File: config.mk
export PLATFORM = sky130hd
export DESIGN_NAME = pulse_carrier_detect
export DESIGN_NICKNAME = d
export VERILOG_FILES = /design/src/rtl/cd_pkg.sv /design/src/rtl/cd_edge_sync.sv /design/src/rtl/cd_gap_timer.sv /design/src/rtl/cd_run_counter.sv /design/src/rtl/pulse_carrier_detect.sv
export SDC_FILE = /design/constraint.sdc
export NUM_CORES = 1
export LEC_CHECK = 0
export BUFFER_PORTS_ARGS = -buffer_cell sky130_fd_sc_hd__buf_2
export CAP_MARGIN = 20
export CORE_AREA = 8 8 52 54
export CTS_CLUSTER_SIZE = 8
export DETAILED_ROUTE_END_ITERATION = 10
export DIE_AREA = 0 0 60 62
export HOLD_SLACK_MARGIN = 0.08
export PLACE_DENSITY = 0.79
export SLEW_MARGIN = 40
export SYNTH_ARGS = -nofsm -noshare
export SYNTH_HDL_FRONTEND = slang
export SYNTH_SLANG_ARGS = --single-unit
File: constraint.sdc
create_clock -name clk_i -period 1.7 [get_ports clk_i]
set_clock_uncertainty 0.2 [all_clocks]
set_input_delay 0.085 -clock clk_i [delete_from_list [all_inputs] [get_ports clk_i]]
set_output_delay 0.085 -clock clk_i [all_outputs]
set_load 0.005 [all_outputs]
File: src/rtl/cd_pkg.sv
package cd_pkg;
  // clocks in a window of us microseconds
  function automatic int gap_clks(input int clk_hz, input int us);
    longint prod;
    prod = longint'(clk_hz) * longint'(us);
    return int'(prod / 64'd1000000);
  endfunction
endpackage

File: src/rtl/cd_edge_sync.sv
module cd_edge_sync #(
  parameter int STAGES = 2
) (
  input  logic clk_i,
  input  logic rst_ni,
  input  logic async_i,
  output logic rise_o
);
  logic [STAGES:0] sh_q;

  always_ff @(posedge clk_i or negedge rst_ni) begin
    if (!rst_ni) sh_q <= '0;
    else         sh_q <= {sh_q[STAGES-1:0], async_i};
  end

  assign rise_o = sh_q[STAGES-1] & ~sh_q[STAGES];

  // one edge report per low-to-high transition
  a_r6_single_rise: assert property (@(posedge clk_i) disable iff (!rst_ni)
    rise_o |=> !rise_o);
endmodule

File: src/rtl/cd_gap_timer.sv
module cd_gap_timer #(
  parameter int GAP_CLKS = 1152
) (
  input  logic clk_i,
  input  logic rst_ni,
  input  logic rise_i,
  output logic expired_o
);
  localparam int W = $clog2(GAP_CLKS);
  localparam logic [W-1:0] LIM = W'(GAP_CLKS - 1);

  logic [W-1:0] gap_q;

  always_ff @(posedge clk_i or negedge rst_ni) begin
    if (!rst_ni)            gap_q <= LIM;
    else if (rise_i)        gap_q <= '0;
    else if (gap_q != LIM)  gap_q <= gap_q + 1'b1;
  end

  assign expired_o = (gap_q == LIM);

  // timer restarts on each counted edge
  a_r3_restart: assert property (@(posedge clk_i) disable iff (!rst_ni)
    rise_i |=> (gap_q == '0));
  // saturating, never runs past the window
  a_r2_bounded: assert property (@(posedge clk_i) disable iff (!rst_ni)
    gap_q <= LIM);
endmodule

File: src/rtl/cd_run_counter.sv
module cd_run_counter #(
  parameter int PULSES = 4
) (
  input  logic clk_i,
  input  logic rst_ni,
  input  logic rts_ni,
  input  logic rise_i,
  input  logic expired_i,
  output logic cd_o
);
  localparam int CW = $clog2(PULSES + 1);
  localparam logic [CW-1:0] FULL = CW'(PULSES);

  logic [CW-1:0] cnt_q, cnt_inc;
  logic          cd_q;

  // a pulse after an expired gap starts a fresh run
  always_comb begin
    if (expired_i)          cnt_inc = CW'(1);
    else if (cnt_q == FULL) cnt_inc = FULL;
    else                    cnt_inc = cnt_q + 1'b1;
  end

  always_ff @(posedge clk_i or negedge rst_ni) begin
    if (!rst_ni) begin
      cnt_q <= '0;
      cd_q  <= 1'b0;
    end else if (!rts_ni) begin
      cnt_q <= '0;
      cd_q  <= 1'b0;
    end else if (rise_i) begin
      cnt_q <= cnt_inc;
      cd_q  <= (cnt_inc == FULL);
    end else if (expired_i) begin
      cnt_q <= '0;
      cd_q  <= 1'b0;
    end
  end

  assign cd_o = cd_q;

  // transmit request forces the flag low
  a_r5_rts_gate: assert property (@(posedge clk_i) disable iff (!rst_ni)
    !rts_ni |=> !cd_q);
  // flag only rises on a counted edge with rts idle
  a_r1_rise_cause: assert property (@(posedge clk_i) disable iff (!rst_ni)
    $rose(cd_q) |-> ($past(rise_i) && $past(rts_ni)));
  // quiet window drops the flag
  a_r3_timeout_drop: assert property (@(posedge clk_i) disable iff (!rst_ni)
    (expired_i && !rise_i) |=> !cd_q);
  // count saturates
  a_r1_cnt_range: assert property (@(posedge clk_i) disable iff (!rst_ni)
    cnt_q <= FULL);
endmodule

File: src/rtl/pulse_carrier_detect.sv
module pulse_carrier_detect #(
  parameter int CLK_HZ      = 460800,
  parameter int GAP_US      = 2500,
  parameter int PULSES      = 4,
  parameter int SYNC_STAGES = 2
) (
  input  logic clk_i,
  input  logic rst_ni,
  input  logic cmp_i,
  input  logic rts_ni,
  output logic cd_o
);
  localparam int GAP_CLKS = cd_pkg::gap_clks(CLK_HZ, GAP_US);

  logic rise, expired;

  cd_edge_sync #(.STAGES(SYNC_STAGES)) i_sync (
    .clk_i(clk_i), .rst_ni(rst_ni), .async_i(cmp_i), .rise_o(rise));

  cd_gap_timer #(.GAP_CLKS(GAP_CLKS)) i_timer (
    .clk_i(clk_i), .rst_ni(rst_ni), .rise_i(rise), .expired_o(expired));

  cd_run_counter #(.PULSES(PULSES)) i_count (
    .clk_i(clk_i), .rst_ni(rst_ni), .rts_ni(rts_ni), .rise_i(rise),
    .expired_i(expired), .cd_o(cd_o));
endmodule

# [After elaboration in Yosys (flattened, before gate mapping)]
# Index checks and enable logic that the tools add are counted.
# W data, S select, Z words.
[totals] register_bits=18 inputBits=4 wordCells=24
[op_classes] add_sub_neg=2 n_eq_ne=5 mux=10 bitwise_logic=2 n_reduce_logical=1
[ops] operator="$mux W11" n=2
[ops] operator="$mux W3" n=5
[ops] operator="$add A11 B1 Y11 const B" n=1
[ops] operator="$eq A11 B11 Y1 const B" n=1
[ops] operator="$ne A11 B11 Y1 const B" n=1
[ops] operator="$eq A3 B3 Y1 const B" n=2
[ops] operator="$add A3 B1 Y3 const B" n=1
[ops] operator="$mux W1" n=3
[ops] operator="$ne A3 B1 Y1 const B" n=1
[ops] operator="$reduce_bool A2 Y1" n=1
[ops] operator="$and A1 B1 Y1" n=1
[ops] operator="$not A1 Y1" n=1

# [Longest topological paths before layout]
[depth] depth_word=6 ltp_mapped=5 depth_no_buf=5

# [By module]
# Synthesis repeated with hierarchy kept, for this count alone.
[unflattened] hier_cells=88 area_unflattened_um2=974.7
[modules_own_cells] mod="cd_gap_timer" n_inst=1 cells_per_inst=61 area_per_inst_um2=646.9 seq_area_each_um2=285.3
[modules_own_cells] mod="cd_run_counter" n_inst=1 cells_per_inst=23 area_per_inst_um2=239.0 seq_area_each_um2=100.1
[modules_own_cells] mod="cd_edge_sync" n_inst=1 cells_per_inst=4 area_per_inst_um2=88.8 seq_area_each_um2=75.1

# [Least setup slack after synthesis]
# OpenSTA, ideal clock, no wires.
[synth_path] kind="reg2reg" start="register i_timer.gap_q[0]" end="register i_count.cnt_q[2]" setup_ns=0.121 arrival_ns=1.502 t_required_ns=1.379 setup_slack_ns=-0.124 path_stages_with_launch=6 period_less_slack_ns=1.824 cell_sequence="dfstp_2 > ha_1 > inv_1 > nor4_4 > nand2b_1 > nor3_1"
[synth_via] elab_chain_cells=4 elab_cells_between_ends=5 cone_classes="eq/ne: 2; mux: 3"
[synth_lines] item="start, declared" line_no="cd_gap_timer.sv:12" rtl="logic [W-1:0] gap_q;"
[synth_lines] item="start signal, assigned" line_no="cd_gap_timer.sv:17" rtl="else if (gap_q != LIM) gap_q <= gap_q + 1'b1;"
[synth_lines] item="$eq A11 B11 Y1 (*)" line_no="cd_gap_timer.sv:20" rtl="assign expired_o = (gap_q == LIM);"
[synth_lines] item="$mux W3" line_no="cd_run_counter.sv:19" rtl="if (expired_i) cnt_inc = CW'(1);"
[synth_lines] item="$mux W3" line_no="cd_run_counter.sv:31" rtl="end else if (rise_i) begin"
[synth_lines] item="$mux W3" line_no="cd_run_counter.sv:28" rtl="end else if (!rts_ni) begin"
[synth_lines] item="end signal, assigned" line_no="cd_run_counter.sv:32" rtl="cnt_q <= cnt_inc;"
[synth_lines] item="end, declared" line_no="cd_run_counter.sv:14" rtl="logic [CW-1:0] cnt_q, cnt_inc;"
# Every way passes the cells marked *; elsewhere a longest branch is shown, timed or not.
# A chain may end at the register's enable or synchronous reset.

# [Worst setup path after layout]
[layout_path] start="register i_timer.gap_q[4]" end="register i_count.cnt_q[2]"
# The elaborated chain is that of the path after synthesis.

==> results.ini <==
[worst_hold_path]
hp-class=flop to flop
hold_start=i_sync.sh_q[0]$_DFF_PN0_
whs_endpoint=i_sync.sh_q[1]$_DFF_PN0_
hold_depth=0

[cts]
insertion_delay_ns=0.29
h-tree-depth=1
cts_buffers=3
cts.sinks=18
cts_tree=built
clk_path_buf_depth=2
cts.reportedPaths.clkPinSlew_ns=0.10
root_buffer=clkbuf_4

[routing]
wl_per_cell_um=13.63
drc_errors=0
first_pass_iters=4
wirelength_um=1840
dr.max_layer_used=met4
vias=740
dr_wl_met2_um=905
drt.antenna.violating_nets=0
post_drt_via_cell_ratio=5.481
routedLengthMet1_um=813
drt_iter0_markers=20
wl_met3_um=102

[finish]
diodes=0
nets=116
drive_above_1_share_pct=32.41
fill_cells=149
design_area_mm2=0.001136
area_growth_pct=23.04

[pwr]
power_leakage_uw=0.0004650
p_per_area_mw_per_mm2=861.7
power_uw=979.0
ir_worst_vdd_uv=524.0

[sta]
hold_violations=0
finalSetupViolCount=0
rsz0062_at_grt=yes
maxSlewViolCount=0
fin_crit_ns=1.689
worst_slew_pin_slew_ns=0.4908
timing.fmax_mhz=592.0
min_period_over_period_pct=99.37
slew_headroom_pct=67.17

[worst_setup_path]
worst-setup-path-type=flop to flop
path_buf_inv=1
endpoint_kind=flop
cp_data_required_time_ns=1.69
critPathTopFamily=simple AND/OR/NAND/NOR gates
cpPeakStageDelay_ns=0.60
rr_endpoint=i_count.cnt_q[2]$_DFFE_PN0P_
crit_path_top_delay_cell=dfstp_2
worstPathArrival_ns=1.68
r2r_start=i_timer.gap_q[4]$_DFFE_PN1P_
r2r_slack_ns=0.01
crit_fanout=7
cp-start-kind=flop
worstRegToRegCells=5
path_cells=nand4_4, nor4_4, buf_4, nand2b_4, nor3_2

[synthesis]
synth_nets=96
yosysUniqueCellTypes=29
yosysMostFrequentCell=dfrtp_1
syn_inst=89
synth_edf_count=0
seq_area_frac_synth_pct=49.86
async_flop_share_pct=100.0
synth_top_area_share_pct=27.10
synth_area_um2=923.4
synth_common_cells=10 x dfrtp_1, 8 x dfstp_2, 7 x nand2_1
yosys_warnings=0
yosysTopAreaCell=dfrtp_1
synthTopCellsByArea=dfrtp_1 27%, dfstp_2 23%, ha_1 4.1%
ys_ff_latch=18
synthFlopType=dfrtp_1
syn_avg_cell_area_um2=10.38

[floorplanning]
io_pins=5
die_w_um=60
start_util_pct=48.55
die_y_um=62
rows=16
die_area_mm2=0.003720
core_mm2=0.001902

[place]
placed_area_mm2=0.001027
port_buffers=4
dp_hpwl_um=1212
gp_congestion=0.8478

[grt]
grt_pass1_vias=704
grt_pass1_wl_um=2973
globalRouteOverflowTotal=0
grt_usage_pct=10.75
grt_max_degree=13
antenna_found_initial=0

[outcome]
outcome=finished, final reports clean

[run]
drv_cap=0

## what timing repair did
| item | CTS | global route |
|---|---|---|
| hold buffers | 4 | 0 |
| setup endpoints to repair | 1 | 10 |
| pin swaps | 0 | 2 |
| endpoints found under the hold margin | 23 | 0 |
| buffers inserted | 1 | 3 |
| resized for setup | 0 | 3 |
## routing by layer
metal,vias to the layer above,track usage (%)
met3,2,3.292
met2,29,17.54
met1,351,12.52
met4,0,5.442
met5,-,0
li1,358,-
## sequential cells by signal (all words and copies together), names as in the netlist
register and cells:
i_timer.gap_q 11, i_count.cnt_q 3, i_sync.sh_q 3, i_count.cd_o 1
## layout by cell type, fill, tap and decap left out, types with 2 or more instances in the layout
master and instances:
xnor2_1 2, dfrtp_1 10, ha_1 2, mux2i_1 2, a21oi_1 2, buf_2 4, dfstp_2 8, a31oi_1 5
nand2_1 7, a21oi_2 2, and3_2 2, nand4_1 2, o21ai_0 6, inv_1 4, nor3_1 2, nand3_1 3
nor2b_1 2, xor2_1 2, o211ai_1 2, buf_4 9, clkbuf_4 3, dlygate4sd3_1 4, nand2b_1 3, nor2_1 6
## how the worst max path moves through the flow
stage                                 startpoint                            to  slack, ns  depth (start not counted)
floorplan           i_timer.gap_q[1]$_DFFE_PN1P_  i_count.cnt_q[2]$_DFFE_PN0P_      0.009                          5
global placement    i_timer.gap_q[2]$_DFFE_PN1P_  i_timer.gap_q[1]$_DFFE_PN1P_       0.04                          5
detailed placement  i_timer.gap_q[2]$_DFFE_PN1P_  i_timer.gap_q[1]$_DFFE_PN1P_       0.01                          5
CTS                 i_timer.gap_q[5]$_DFFE_PN1P_  i_count.cnt_q[2]$_DFFE_PN0P_      0.003                          5
global route        i_timer.gap_q[2]$_DFFE_PN1P_  i_timer.gap_q[5]$_DFFE_PN1P_      -0.05                          5
finish              i_timer.gap_q[4]$_DFFE_PN1P_  i_count.cnt_q[2]$_DFFE_PN0P_       0.01                          5
## stage by stage
stage | instances | worst slack, ns | util [%] | hold slack, ns | setup TNS, ns
2_1_floorplan | 89 | 0.009089 | - | -0.4106 | 0
3_3_place_gp | 123 | 0.04064 | 54.01 | -0.1659 | 0
3_5_place_dp | 123 | 0.01077 | 54.01 | -0.1679 | 0
4_1_cts | 132 | 0.002849 | 57.89 | 0.1674 | 0
5_1_grt | 135 | -0.04869 | 59.74 | 0.1828 | -0.3338
6_report | 135 | 0.01074 | 59.74 | 0.1635 | 0
## report_power, final
group,switching (uW),internal (uW),leakage (uW)
sequential,47.6,494,0.000215
combinational,107,112,0.000235
clock,128,91.3,0.0000150
## logic make-up (layout without fill, tap and decap cells)
family	Yosys count	in the layout	synth area share [%]
flip-flops	18	18	49.86
multiplexers	2	2	2.168
buffers and inverters	7	26	2.846
XOR/XNOR	4	4	3.795
adder cells (fa/ha/maj)	3	3	4.065
AND/OR/NAND/NOR	36	36	25.07
AO/OA/AOI/OAI	19	19	12.20
## cell type report
class	count	area, um2	share of cell area (%)
Tap cell	27	33.78	2.974
Multi-Input combinational cell	64	469.2	41.30
Clock buffer	4	26.28	2.313
Sequential cell	18	460.4	40.53
Inverter	5	18.77	1.652
Timing Repair Buffer	17	127.6	11.23
(Power assumes the default switching activity.)
